`src/rtl/irq_inject_apb.sv`:
```
module irq_inject_apb #(
  parameter int NUM_REGS  = 5,
  parameter int REG_W     = 32,
  parameter int ADDR_W    = 8,
  parameter int MASK_BASE = 32,
  localparam int LINES    = NUM_REGS * REG_W
) (
  input  logic              pclk,
  input  logic              presetn,
  input  logic              psel,
  input  logic              penable,
  input  logic              pwrite,
  input  logic [ADDR_W-1:0] paddr,
  input  logic [REG_W-1:0]  pwdata,
  output logic [REG_W-1:0]  prdata,
  output logic              pready,
  output logic              pslverr,
  input  logic [LINES-1:0]  hw_irq,
  output logic [LINES-1:0]  irq_out
);
  localparam int AW = ADDR_W - 2;
  localparam logic [AW-1:0] SEL_WORD = AW'(MASK_BASE / 4);

  logic [AW-1:0]    word;
  logic             aligned, lvl_hit, sel_hit, access, wr_en;
  logic [REG_W-1:0] lvl_q [NUM_REGS];
  logic [REG_W-1:0] sel_q [NUM_REGS];
  logic [REG_W-1:0] rd_mux;

  assign word    = paddr[ADDR_W-1:2];
  assign aligned = (paddr[1:0] == 2'b00);
  assign lvl_hit = aligned && (word < AW'(NUM_REGS));
  assign sel_hit = aligned && (word >= SEL_WORD) && (word < SEL_WORD + AW'(NUM_REGS));
  assign access  = psel && penable;
  assign wr_en   = access && pwrite;

  for (genvar n = 0; n < NUM_REGS; n++) begin : g_reg
    always_ff @(posedge pclk or negedge presetn) begin
      if (!presetn) begin
        lvl_q[n] <= '0;
        sel_q[n] <= '0;
      end else if (wr_en && aligned) begin
        if (word == AW'(n))            lvl_q[n] <= pwdata;
        if (word == SEL_WORD + AW'(n)) sel_q[n] <= pwdata;
      end
    end

    assign irq_out[n*REG_W +: REG_W] =
      (sel_q[n] & lvl_q[n]) | (~sel_q[n] & hw_irq[n*REG_W +: REG_W]);
  end

  always_comb begin
    rd_mux = '0;
    for (int n = 0; n < NUM_REGS; n++) begin
      if (lvl_hit && word == AW'(n))            rd_mux = lvl_q[n];
      if (sel_hit && word == SEL_WORD + AW'(n)) rd_mux = sel_q[n];
    end
  end

  assign prdata  = rd_mux;
  assign pready  = 1'b1;
  assign pslverr = access && !(lvl_hit || sel_hit);
endmodule

```
`config.mk`:
```
export PLATFORM = sky130hd
export DESIGN_NAME = irq_inject_apb
export DESIGN_NICKNAME = d
export VERILOG_FILES = /design/src/rtl/irq_inject_apb.sv
export SDC_FILE = /design/constraint.sdc
export NUM_CORES = 1
export LEC_CHECK = 0
export BUFFER_PORTS_ARGS = -buffer_cell sky130_fd_sc_hd__buf_2
export CAP_MARGIN = 20
export CORE_MARGIN = 2
export CORE_UTILIZATION = 55
export DETAILED_ROUTE_END_ITERATION = 7
export GPL_ROUTABILITY_DRIVEN = 0
export GPL_TIMING_DRIVEN = 0
export PLACE_DENSITY = 0.82
export SLEW_MARGIN = 20
export SYNTH_ARGS = -nofsm -noshare
export SYNTH_HDL_FRONTEND = slang
export SYNTH_SLANG_ARGS = --single-unit
```
`constraint.sdc`:
```
create_clock -name pclk -period 4.9 [get_ports pclk]
set_clock_uncertainty 0.1 [all_clocks]
set_input_delay 0.245 -clock pclk [delete_from_list [all_inputs] [get_ports pclk]]
set_output_delay 0.245 -clock pclk [all_outputs]
set_load 0.05 [all_outputs]
```
==> summary.md, run 1 <==
| Metric | Value |
|---|---|
| Outcome | complete, no violations |
| # fillers | 2320 |
| Die W | between 150 and 200 um |
| I/O Pins | between 300 and 400 |
| Final min period | 4220 ps |
| R2R Setup Slk | a little under 4000 ps |
| Antenna violations before repair | 4 |
| Pleak | about 10 nW |
| First-pass GRT wire length | 88100 um |
| # hold bufs at CTS | 24 |
| Fin util | about two thirds |
| CTS sink cnt | 320 |
| Critical path arrival | 3870 ps |
| Post-Syn Instances | between 1000 and 1500 |
| Reg power frac | between 40 and 50% |
| # setup viols final | 0 |
| Final Non-Filler Cells | between 2000 and 2500 |
| FF+latch count, synth | 320 |
| Final HPWL DP | 42100 um |
| Period utilisation layout | 86.1% |
| Drt first pass iters | 5 |
| Post-route DRC | 0 |
| CTS buffer count | 36 |
| Sw frac | between 20% and 30% |
| Setup Crit Path Kind | in2out |
| DR vias/cell | between 6 and 7 |
| Slew HR | between 30 and 40% |
| H-tree depth | 2 |
| CTS tree | yes |
| Netlist cell types | 52 |
| R2R cell count | 1 |
| Slew at the pin with the worst max-slew slack | about 1000 ps |
| Max-slew violation count | 0 |
| Initial detailed-routing violation count | about 1500 |
| RR Startpoint | sel_q[127] |
| Crit path required time | ~4600 ps |
| Port Buffers | around 400 |
| Critical Path End | prdata[21] |
| Seq/Total Area, Yosys | between 40% and 50% |
| Largest net degree at the start of global routing | around 100 |
| CP startpoint kind | input port |
| Overall Power | 0.00637 W |
| Top FF cell, synth | dfrtp_1 |
| Via Count | ~15000 |
| Number of global-route vias before repair | 14500 |
| RSZ-0062 raised after global routing | false |
| Int Pwr | 0.00462 W |
| Starting Density | between 50% and 60% |
| Ys async rst share | 100% |
| YS warnings | 0 |
| Reg clk slew, reported paths | 50 ps |
| Clock network fraction of total power | between 40% and 50% |
| Tot GR Track Use | between 30% and 40% |
| Mapped cell area | 17400 um^2 |
| Fin. Hold Viols | 0 |
| Comb pwr share | about 14% |
| Layout cells sized above 1 | between 50% and 60% |
| R2R Path End | sel_q[127] |
| Max-Cap Viols | 0 |
| GR Overflow Total | 0 |
| Die height | ~180 um |
| Die ar. | approximately 33000 um^2 |
| PD cells | around 300 nW/um^2 |
| P_sw | between 0.0015 and 0.002 W |
| Setup Buffers After CTS | 0 |
| Clk_lat worst skew | between 500 and 600 ps |
| DRT Wirelength | between 60000 and 70000 um |
| Maximum vdd ir drop | just under 0.2 mV |
| Critical Path Start | paddr[1] |
| Cts repair resizes | 0 |
| CTS root buf | clkbuf_16 |
| Core Region | roughly 31000 um^2 |
| CTS max path bufs | 3 |
| Fmax | around 240 MHz |
| Nets | 2045 |
| HP Class | in2reg |
| Avg Cell Area, Syn | around 13 um^2 |
| Largest fanout on the critical path | 10 |
| Syn nets | 1583 |
| Wire per inst | 26.6 um |
| Layout area overhead | 23.2% |
| Num rows | 65 |
| Final ANT Viol Nets | 0 |
| Critical path capture point type | output pin |
| Post-synth EDFFs | 0 |
| Placed insts | ~2200 |
-- critical path, cell delays in order --
cell,delay [ps]
buf_2,110
or4_1,670
buf_2,290
nor3_1,430
clkbuf_1,780
clkbuf_1,690
a2bb2oi_1,140
o211ai_1,180
buf_2,320
-- sequential cells by signal (all words and copies together) (netlist names) --
name and count:
lvl_q 160, sel_q 160
-- Yosys cell counts (all sizes together), types with 2 or more instances --
| master | number | area share [%] |
|---|---|---|
| mux2 | 481 | 32 |
| dfrtp | 320 | 46 |
| clkbuf | 60 | 1.3 |
| nand3b | 57 | 2.5 |
| buf | 46 | 1.4 |
| mux2i | 36 | 2.1 |
| nor4 | 36 | 1.5 |
| a21oi | 32 | 0.92 |
| a2bb2oi | 31 | 1.6 |
| nand2 | 30 | 0.65 |
| inv | 29 | 0.63 |
| a21o | 28 | 1.2 |
| o211ai | 28 | 1.2 |
| o21bai | 28 | 1.2 |
| o22a | 28 | 1.4 |
| a221oi | 27 | 1.4 |
| nand4 | 27 | 0.97 |
| nor3 | 7 | 0.35 |
| nand2b | 5 | 0.18 |
| nor2 | 5 | 0.11 |
| nor2b | 5 | 0.18 |
| or2 | 4 | 0.14 |
| a2111oi | 3 | 0.15 |
| o22ai | 3 | 0.11 |
| nor3b | 2 | 0.12 |
| o21ai | 2 | 0.058 |
| o32ai | 2 | 0.10 |
| or4 | 2 | 0.086 |
-- stage by stage --
step	cell area, um^2	setup TNS [ps]	hold slack (ps)	setup WS (ps)
after floorplan	17400	0	-151	1480
after global placement	19900	-772670	382	-2440
after detailed placement	20000	0	166	778
after CTS	21400	0	6.67	822
after global routing	21400	0	5.44	632
final	21400	0	21.7	680
-- layout make-up --
class                           count  area (um^2)  area share [%]
Antenna cell                        5         12.5          0.0583
Buffer                            106          468            2.18
Clock buffer                       54         1090            5.08
Clock inverter                      9          105           0.490
Inverter                           29          109           0.508
Multi-Input combinational cell    923         8830            41.2
Sequential cell                   320         8010            37.3
Tap cell                          402          503            2.35
Timing Repair Buffer              424         2320            10.8
-- cells in the final DEF (no fill, tap or decap), types with 29 or more instances in the layout --
| master | n |
|---|---|
| a21oi_1 | 32 |
| a2bb2oi_1 | 31 |
| buf_2 | 431 |
| clkbuf_1 | 67 |
| clkbuf_16 | 37 |
| dfrtp_1 | 320 |
| inv_1 | 29 |
| mux2_2 | 432 |
| mux2_4 | 30 |
| mux2i_1 | 36 |
| nand2_1 | 30 |
| nand3b_1 | 57 |
| nor4_1 | 30 |
-- how the worst min path moves through the flow --
stage            endpoint       start  depth (start not counted)
2_1_floorplan    lvl_q[0]     presetn                          0
3_3_place_gp   lvl_q[101]  lvl_q[101]                          1
3_5_place_dp     sel_q[1]     presetn                          1
4_1_cts        sel_q[148]  pwdata[20]                          2
5_1_grt         sel_q[84]  pwdata[20]                          2
6_report        sel_q[87]  pwdata[23]                          2
-- power groups by stage --
stage          logic, W  registers (W)  clock network (W)
4_1_cts        0.000892        0.00272            0.00275
5_1_grt        0.000941        0.00272            0.00288
3_3_place_gp   0.000851        0.00276                  0
6_report       0.000902        0.00272            0.00275
2_1_floorplan  0.000568        0.00275                  0
3_5_place_dp   0.000873        0.00277                  0
-- layer usage --
metal | routed length [um] | track usage, % | share of wire, % | vias up
met1 | 24400 | 48.0 | 40 | 7285
met2 | 27900 | 56.1 | 46 | 994
li1 | - | - | - | 6151
met3 | 5470 | 6.12 | 9.0 | 182
met4 | 2770 | 16.8 | 4.6 | 0
met5 | 0 | 0 | 0 | -
-- logic make-up after synthesis --
group	after synthesis	share of synthesized area, %
compound gates	218	9.61
buf+inv	135	3.31
flops	320	46.0
mux	518	34.0
other cells	1	0.0216
simple gates	186	7.06
No activity file was read; power rests on OpenSTA's default activity.
==> inputs of run 2 (changes only) <==
Settings changed: PLACE_DENSITY 0.82 to 0.81.
==> run 2 against run 1 <==
Critical path depth is the same. Non-clock buffer count shrank 11. Cell count shrank 0.57%. Largest cell class unchanged. Power shrank 0.95%. Clock power shrank 2%. Combinational power shrank 0.8%. Fmax shrank 6.3%. First-iteration DRC count shrank 13%. Global-route usage grew 0.19 points. Final area shrank 0.72%.
==> summary.md, run 2 (synthesized netlist as in run 1, its figures left out) <==
| Metric | Value |
|---|---|
| Outcome | complete, no violations |
| GR Overflow Total | 0 |
| Drt first pass iters | 5 |
| Post-DP Area | about 20000 um^2 |
| Period utilisation layout | about 92% |
| Layout area overhead | 22.4% |
| Largest net degree at the start of global routing | about 100 |
| Final Non-Filler Cells | around 2300 |
| Critical path arrival | 4160 ps |
| Clk_lat worst skew | a little over 500 ps |
| Maximum vdd ir drop | between 0.2 and 0.25 mV |
| Slew HR | between 20% and 30% |
| Fin Hold WS | approximately 11 ps |
| Antenna violations before repair | 6 |
| CP startpoint kind | input port |
| Crit path required time | ~4600 ps |
| # fillers | approximately 2300 |
| Setup Crit Path Kind | in2out |
| Fin. Hold Viols | 0 |
| Slew at the pin with the worst max-slew slack | roughly 1100 ps |
| First-pass GRT wire length | 88500 um |
| Via Count | ~15000 |
| Top Registers | lvl_q: 160 flops, sel_q: 160 flops |
| Initial detailed-routing violation count | approximately 1300 |
| Num rows | 65 |
| Nets | a little over 2000 |
| Commonest non-fill, non-tap cell in the layout | mux2_2 |
| I/O Pins | 399 |
| Post-route DRC | 0 |
| Number of global-route vias before repair | between 10000 and 15000 |
| Cts repair resizes | 0 |
| Pleak | between 10 and 15 nW |
| Tot GR Track Use | a little over a third |
| Final ANT Viol Nets | 0 |
| Port Buffers | 397 |
| CTS sink cnt | between 300 and 400 |
| DRT Wirelength | 60400 um |
| Reg clk slew, reported paths | about 70 ps |
| Largest fanout on the critical path | 10 |
| Overall Power | between 0.006 and 0.007 W |
| Most used cells in the layout excluding fill and tap cells | mux2_2 (432), buf_2 (431), dfrtp_1 (320), clkbuf_1 (67), nand3b_1 (57) |
| Final HPWL DP | between 40000 and 50000 um |
| Fin util | between 60% and 70% |
| CTS tree | yes |
| DR vias/cell | 6.45 |
| Fmax | between 200 and 250 MHz |
| Critical path capture point type | output pin |
| Setup Buffers After CTS | 0 |
| # setup viols final | 0 |
| Max-slew violation count | 0 |
| Layout cells sized above 1 | 52.5% |
| PD cells | between 200 and 300 nW/um^2 |
| CTS root buf | clkbuf_16 |
| Wire per inst | 26.7 um |
| CTS buffer count | 35 |
| Core Region | around 31000 um^2 |
| Final min period | 4500 ps |
| Starting Density | ~55% |
| RSZ-0062 raised after global routing | false |
| HP Class | in2reg |
| H-tree depth | 2 |
| Final Instance Area | between 20000 and 25000 um^2 |
| Die ar. | between 30000 and 40000 um^2 |
| Max-Cap Viols | 0 |
| Die W | about 180 um |
| CTS max path bufs | 3 |
| Die height | about 180 um |
| Placed insts | 2180 |
run 2: what timing repair did:
action / 4_1_cts / 5_1_grt
hold buffers: 13 / 0
endpoints found under the setup margin: 0 / 0
endpoints found under the hold margin: 119 / 0
run 2: worst paths after layout:
| check | startpoint | to | slack, ps | cells after the start |
|---|---|---|---|---|
| max | paddr[1] | prdata[21] | 400 | 9 |
| min | pwdata[8] | lvl_q[136] | 10 | 2 |
| max reg2reg | lvl_q[127] | lvl_q[127] | 3950 | 1 |
| min reg2reg | lvl_q[101] | lvl_q[101] | 400 | 1 |
| max in group asynchronous | presetn | sel_q[56] | 3200 | 4 |
| min in group asynchronous | presetn | sel_q[2] | 180 | 2 |
run 2: final cells by class:
class                           count  area (um^2)  share of cell area [%]
Buffer                            106          468                    2.20
Multi-Input combinational cell    923         8820                    41.4
Sequential cell                   320         8010                    37.6
Timing Repair Buffer              413         2210                    10.4
Clock inverter                     12          169                   0.793
Antenna cell                        6         15.0                  0.0705
Tap cell                          402          503                    2.36
Inverter                           29          109                   0.511
Clock buffer                       48          985                    4.63
run 2: per-layer routing:
layer	share of wire [%]	global-route usage, %	vias to the layer above	wire [um]
li1	-	-	6113	-
met1	41	48.9	7348	24700
met2	45	55.3	924	27300
met3	8.7	6.44	194	5230
met4	5.1	16.9	0	3100
met5	0	0	-	0
run 2: worst max-delay path: stages:
cell and delay (ps):
buf_2 100, or4_1 640, buf_2 280, nor3_1 620, clkbuf_1 850, clkbuf_1 740, a2bb2oi_1 130, o211ai_1 210
buf_2 330
run 2: through the flow:
| stage | worst slack [ps] | TNS [ps] |
|---|---|---|
| after floorplan | 1480 | 0 |
| after global placement | -2480 | -785890 |
| after detailed placement | 765 | 0 |
| after CTS | 733 | 0 |
| after global routing | 399 | 0 |
| final | 396 | 0 |
run 2: power breakdown:
group / internal [W] / switching, W
Clock: 0.00162 / 0.00108
Combinational: 0.000289 / 0.000606
Sequential: 0.00268 / 0.0000374
